$ cat src/rtl/irqagg_pkg.sv
package irqagg_pkg;
    localparam int unsigned ADDR_W      = 2;
    localparam logic [ADDR_W-1:0] ADDR_STATUS = 2'd0;
    localparam logic [ADDR_W-1:0] ADDR_ENABLE = 2'd1;
endpackage

$ cat src/rtl/irqagg_pending.sv
module irqagg_pending #(
    parameter int unsigned N = 6
) (
    input  logic         clk,
    input  logic         rst_n,
    input  logic [N-1:0] src_i,
    input  logic [N-1:0] clr_i,
    output logic [N-1:0] pend_o
);
    typedef struct packed {
        logic [N-1:0] prev;
        logic [N-1:0] pend;
    } pend_state_t;

    pend_state_t st_d, st_q;
    logic [N-1:0] rise_w;

    // Edge detect per source; a fresh edge beats a clear in the same cycle.
    for (genvar i = 0; i < N; i++) begin : g_edge
        assign rise_w[i] = src_i[i] & ~st_q.prev[i];
    end

    always_comb begin
        st_d      = st_q;
        st_d.prev = src_i;
        st_d.pend = (st_q.pend & ~clr_i) | rise_w;
    end

    always_ff @(posedge clk or negedge rst_n) begin
        if (!rst_n) st_q <= '0;
        else        st_q <= st_d;
    end

    assign pend_o = st_q.pend;
endmodule

$ cat src/rtl/irqagg_regs.sv
module irqagg_regs #(
    parameter int unsigned SRC_N  = 10,
    parameter int unsigned DATA_W = 16
) (
    input  logic                            clk,
    input  logic                            rst_n,
    input  logic                            wr_i,
    input  logic [irqagg_pkg::ADDR_W-1:0]   addr_i,
    input  logic [DATA_W-1:0]               wdata_i,
    output logic [SRC_N-1:0]                en_o,
    output logic                            gen_o
);
    localparam int unsigned GEN_BIT = DATA_W - 1;

    typedef struct packed {
        logic [SRC_N-1:0] en;
        logic             gen;
    } cfg_state_t;

    cfg_state_t cfg_d, cfg_q;

    always_comb begin
        cfg_d = cfg_q;
        if (wr_i && addr_i == irqagg_pkg::ADDR_ENABLE) begin
            cfg_d.en  = wdata_i[SRC_N-1:0];
            cfg_d.gen = wdata_i[GEN_BIT];
        end
    end

    always_ff @(posedge clk or negedge rst_n) begin
        if (!rst_n) cfg_q <= '0;
        else        cfg_q <= cfg_d;
    end

    assign en_o  = cfg_q.en;
    assign gen_o = cfg_q.gen;
endmodule

$ cat src/rtl/irq_status_agg.sv
module irq_status_agg #(
    parameter int unsigned NUM_BANKS  = 4,
    parameter int unsigned NUM_PERIPH = 6,
    parameter int unsigned DATA_W     = 16
) (
    input  logic                          clk,
    input  logic                          rst_n,
    input  logic [NUM_BANKS-1:0]          bank_irq_i,
    input  logic [NUM_PERIPH-1:0]         periph_irq_i,
    input  logic                          reg_wr_i,
    input  logic [irqagg_pkg::ADDR_W-1:0] reg_addr_i,
    input  logic [DATA_W-1:0]             reg_wdata_i,
    output logic [DATA_W-1:0]             reg_rdata_o,
    output logic                          host_irq_o
);
    localparam int unsigned SRC_N   = NUM_BANKS + NUM_PERIPH;
    localparam int unsigned GEN_BIT = DATA_W - 1;

    typedef struct packed {
        logic irq;
    } out_state_t;

    logic [NUM_PERIPH-1:0] pend_w;
    logic [NUM_PERIPH-1:0] clr_w;
    logic [SRC_N-1:0]      status_w;
    logic [SRC_N-1:0]      en_w;
    logic                  gen_w;
    out_state_t            out_d, out_q;

    assign clr_w = (reg_wr_i && reg_addr_i == irqagg_pkg::ADDR_STATUS)
                 ? reg_wdata_i[SRC_N-1:NUM_BANKS] : '0;

    irqagg_pending #(.N(NUM_PERIPH)) u_pending (
        .clk    (clk),
        .rst_n  (rst_n),
        .src_i  (periph_irq_i),
        .clr_i  (clr_w),
        .pend_o (pend_w)
    );

    irqagg_regs #(.SRC_N(SRC_N), .DATA_W(DATA_W)) u_regs (
        .clk     (clk),
        .rst_n   (rst_n),
        .wr_i    (reg_wr_i),
        .addr_i  (reg_addr_i),
        .wdata_i (reg_wdata_i),
        .en_o    (en_w),
        .gen_o   (gen_w)
    );

    assign status_w = {pend_w, bank_irq_i};

    always_comb begin
        out_d     = out_q;
        out_d.irq = gen_w && (|(status_w & en_w));
    end

    always_ff @(posedge clk or negedge rst_n) begin
        if (!rst_n) out_q <= '0;
        else        out_q <= out_d;
    end

    always_comb begin
        reg_rdata_o = '0;
        case (reg_addr_i)
            irqagg_pkg::ADDR_STATUS: reg_rdata_o[SRC_N-1:0] = status_w;
            irqagg_pkg::ADDR_ENABLE: begin
                reg_rdata_o[SRC_N-1:0] = en_w;
                reg_rdata_o[GEN_BIT]   = gen_w;
            end
            default: reg_rdata_o = '0;
        endcase
    end

    assign host_irq_o = out_q.irq;
endmodule

$ cat config.mk
export PLATFORM = sky130hd
export DESIGN_NAME = irq_status_agg
export DESIGN_NICKNAME = d
export VERILOG_FILES = /design/src/rtl/irqagg_pkg.sv /design/src/rtl/irqagg_pending.sv /design/src/rtl/irqagg_regs.sv /design/src/rtl/irq_status_agg.sv
export SDC_FILE = /design/constraint.sdc
export NUM_CORES = 1
export LEC_CHECK = 0
export ABC_AREA = 1
export CORE_MARGIN = 2
export CORE_UTILIZATION = 30
export DETAILED_ROUTE_END_ITERATION = 6
export PLACE_DENSITY_LB_ADDON = 0.2
export SLEW_MARGIN = 0
export SYNTH_ARGS = -nofsm -noshare
export SYNTH_HDL_FRONTEND = slang
export SYNTH_SLANG_ARGS = --single-unit
export TNS_END_PERCENT = 5
$ cat constraint.sdc
create_clock -name clk -period 1.15 [get_ports clk]
set_input_delay 0.115 -clock clk [delete_from_list [all_inputs] [get_ports clk]]
set_output_delay 0.115 -clock clk [all_outputs]
set_load 0.01 [all_outputs]
**Word level (Yosys, flattened, before mapping)**

Cells that the tools add are included.
Widths: inputs -> output; s select.

- Flip-flop bits (word level): 24
- Word-level logic and storage cells: 30
- Input bits: 31

- Bitwise logic cells: 16
- Reduce and logical (&&, ||, !) cells: 5
- Mux-type cells: 3
- Equal/unequal tests: 1

Operators by type and width:

| operator | number |
|---|---|
| $pmux 10 s2 | 1 |
| $and 10x10->10 | 1 |
| $reduce_or 10->1 | 1 |
| $and 1x1->1 | 6 |
| $and 6x6->6 | 1 |
| $mux 6 | 1 |
| $not 1->1 | 6 |
| $not 6->6 | 1 |
| $or 6x6->6 | 1 |
| $logic_and 1x1->1 | 3 |
| $eq 2x1->1 const B | 1 |
| $logic_not 2->1 | 1 |
| $mux 1 | 1 |

**Depth between registers and ports, before layout**

- Depth after elaboration: 6
- Gate-level depth with buffers: 6

**By module**

Synthesis repeated with hierarchy kept, for this count alone.

- Cell total of the unflattened synthesis: 175
- Area total of the unflattened synthesis: 1,292.5 um^2

Modules (own cells, without submodules):

| module | seq. area each (um^2) | times used | area each (um^2) | cells an instance |
|---|---|---|---|---|
| irqagg_regs | 275.3 | 1 | 474.2 | 50 |
| irqagg_pending | 300.3 | 1 | 457.9 | 48 |
| irq_status_agg | 25.0 | 1 | 360.3 | 77 |

**Worst setup path before layout**

OpenSTA, ideal clock, no wires.

- Path type: register -> register
- From: reg u_regs.cfg_q (netlist bit u_regs.en_o[7])
- To: reg out_q, in the netlist host_irq_o
- Buffers on the path: 0
- Arrival time: 0.706 ns
- Data required time: 1.037 ns
- Setup time: 0.113 ns
- Clock period less this slack: 0.818 ns
- Slack: 0.332 ns
- Cell stages (with the launch flop): 7
- Cell sequence: dfrtp_1 nand2_1 nand2_1 nor2_1 nand3_1 nand2_1 inv_1

- Longest elaborated chain between the ends: 3

Ends and longest elaborated chain:

| item | line | RTL |
|---|---|---|
| from (decl) | irqagg_regs.sv:20 | `cfg_state_t cfg_d, cfg_q;` |
| from (signal assigned) | irqagg_regs.sv:32 | `else cfg_q <= cfg_d;` |
| $and 10x10->10 | irq_status_agg.sv:55 | `out_d.irq = gen_w && (\|(status_w & en_w));` |
| $reduce_or 10->1 | irq_status_agg.sv:55 |  |
| $logic_and 1x1->1 | irq_status_agg.sv:55 |  |
| net out_d | irq_status_agg.sv:28 | `out_state_t out_d, out_q;` |
| to (signal assigned) | irq_status_agg.sv:60 | `else out_q <= out_d;` |
| to (decl) | irq_status_agg.sv:28 |  |

The timed path passes the listed nets, and every way through them passes these cells.
A chain may end at the register's enable or synchronous reset.

**Worst setup path after layout**

- From: reg u_pending.st_q (netlist bit u_pending.pend_o[4])
- To: out reg_rdata_o[8]

- Longest elaborated chain between the ends: 1

Ends and longest elaborated chain:

| item | line | RTL |
|---|---|---|
| from (decl) | irqagg_pending.sv:15 | `pend_state_t st_d, st_q;` |
| from (signal assigned) | irqagg_pending.sv:31 | `else st_q <= st_d;` |
| $pmux 10 s2 | irq_status_agg.sv:65 | `case (reg_addr_i)` |
| to (decl) | irq_status_agg.sv:13 | `output logic [DATA_W-1:0] reg_rdata_o,` |

Every way passes these cells.

==> results_dict.tcl <==
set metrics [dict create \
    status "finished, final reports clean" \
    layout.cells.most_common "nand2_1" \
    hold_viol 0 \
    post-route-min-period_ps 1130 \
    power_mw 2.15 \
    synth_top_family_by_area "simple AND/OR/NAND/NOR gates" \
    antennaDiodeCount 0 \
    cts_buffers 3 \
    synthMuxAreaShare_pct 0 \
    drcViolationCount 0 \
    synthCells 122 \
    setup_viol 0 \
    path_max_fanout 2 \
    dp_cells 226 \
    layout_setup_ws_ps 23.1 \
    slew_viol_final 0 \
    hold_class "in2async" \
    gp_congestion 0.747 \
    drv_cap 0 \
    fp-row-count 22 \
    clk_pin_slew_ps 90 \
    clkSinkCount 24 \
    wl_per_cell_um 10.9 \
    power.density_nw_per_um2 1240 \
    boundaryPins 48 \
    grt_antenna_before_repair 0 \
    dieArea_sq_um 4340 \
    r2r-start "u_regs.en_o[7]" \
    layout_common_cells "nand2_1, dfrtp_1, clkdlybuf4s50_1, buf_4, inv_1" \
    rrSetupSlack_ps 120 \
    htreeDepth 1 \
    dp_slack_ps -674 \
    arrival_ps 1010 \
    numPortBuffers 37 \
    r2r_end "host_irq_o" \
    avgSynthCellArea_sq_um 9.41 \
    cp-startpoint "u_pending.pend_o[4]" \
    hpwl_um 1860 \
    finalSetupTns_ps 0 \
    layout-drive-gt1-share_pct 27.9 \
    synth_compound_area_share_pct 17.1 \
    cp-start-kind "flip-flop" \
    peakVddDrop_v 0.000515 \
    first_global_vias 996 \
    start_util_pct 31.4 \
    die_h_um 65.9 \
    crit_path_end "reg_rdata_o[8]" \
    grt_pass1_wl_um 4270 \
    skew_ps 2.58 \
    grt_usage_pct 12.8 \
    required_ps 1030 \
    area_growth_pct 51.5 \
    yosys-top-cells-area "dfrtp_1, nand2_1, a22o_1, o21ai_0, inv_1" \
    yosys_warnings 0 \
    crit_type "reg2out" \
    endpoint_kind "output pin" \
    clock.fmax_ghz 0.887 \
    yosys.area_share.simple_pct 18.7 \
    synth_top_area_share_pct 52.3 \
    drt_iter0_drc 28 \
    fin_cells 231 \
    synth_xor_area_share_pct 0 \
    ys_seq_area_share_pct 52.3 \
    nets 215 \
    drtAntennaViolNets 0 \
    fin_util_pct 47.5 \
    drt_pass1_iterations 4 \
    finalWirelength_um 2530 \
    tritoncts "yes" \
    power.leakage_nw 0.888 \
    grt_max_degree 25 \
    synth_fa_ha_area_share_pct 0 \
    overflow 0 \
    rsz0062_at_grt "yes" \
    synth.distinct_cells 17 \
    clk_path_buf_depth 2 \
    design.core.area_sq_um 3660 \
    die_x_um 65.9 \
    clockRootBuffer "clkbuf_8" \
    post-route-period-util_pct 98.0 \
    syn-cell-area_sq_um 1150 \
    via_count 998 \
    routed_via_density 4.32 \
    yosys.area.top_type "dfrtp_1" \
    synth.ff_latch_count 24 \
    clkLatencyLatePin_ps 270 \
    r2r_cells 7 \
]
worst min path at each step:
stage                        from                   to
3_5_place_dp   u_pending.st_q[10]  u_pending.pend_o[4]
5_1_grt                     rst_n  u_pending.pend_o[0]
4_1_cts                     rst_n    u_pending.st_q[6]
6_report                    rst_n  u_pending.pend_o[2]
2_1_floorplan               rst_n           host_irq_o
3_3_place_gp    u_pending.st_q[8]  u_pending.pend_o[2]
worst max-delay path, cell delays in order (launching register included):
cell	delay, ps
dfrtp_1	390
a22o_1	220
buf_2	140
flip-flops by register name, summed over array words and instances, names as in the netlist:
register / flops
host_irq_o: 1
u_regs.en_o: 10
u_pending.pend_o: 6
u_regs.gen_o: 1
u_pending.st_q: 6
routing by layer:
layer  up-vias  wire length, um  track usage (%)
met5         -                0                0
met4         0               42             4.69
met3         5              183             2.39
met2        37             1160             21.7
met1       451             1140             16.1
li1        505                -                -
cell families (layout without fill, tap and decap cells):
group | count (synthesis) | count (layout)
DFF | 24 | 24
buffers and inverters | 24 | 81
and+or+nand+nor | 45 | 45
AOI/OAI and AO/OA | 28 | 28
other | 1 | 5
cell type report:
cell class                      instances  area [sq um]
Timing Repair Buffer                   62           528
Inverter                               15          56.3
Multi-Input combinational cell         78           440
Tap cell                               48          60.1
Clock buffer                            4          55.1
Sequential cell                        24           601
Fill cell                             350          1920
per-stage QoR:
step / hold slack (ps) / cell area (sq um)
6_report: 187 / 1740
4_1_cts: 195 / 1740
3_3_place_gp: 404 / 1720
2_1_floorplan: -181 / 1160
3_5_place_dp: 413 / 1720
5_1_grt: 211 / 1740
cells in the mapped netlist:
cell type and instances:
nor3b_1 1, inv_2 1, nand2_1 33, buf_6 3
nand2_8 1, nor2_8 1, buf_2 1, nor2_2 1
o21ai_0 13, conb_1 1, nor2_1 2, o21ai_2 5
a22o_1 10, buf_4 5, nand3_1 6, inv_1 14
dfrtp_1 24
report_power, final:
| part | internal, mW | switching, mW | total [mW] |
|---|---|---|---|
| Clock | 0.306 | 0.275 | 0.581 |
| Sequential | 0.941 | 0.0475 | 0.989 |
| Combinational | 0.329 | 0.256 | 0.585 |
| Total | 1.58 | 0.578 | 2.15 |
what timing repair did:
action                     CTS  global route
resized for setup           48             3
setup endpoints to repair   18             7
gates cloned                 0             0
pin swaps                    2             5
setup buffers                1             0
hold buffers                 0             0
Note: power is estimated with default switching activity, not from simulation.
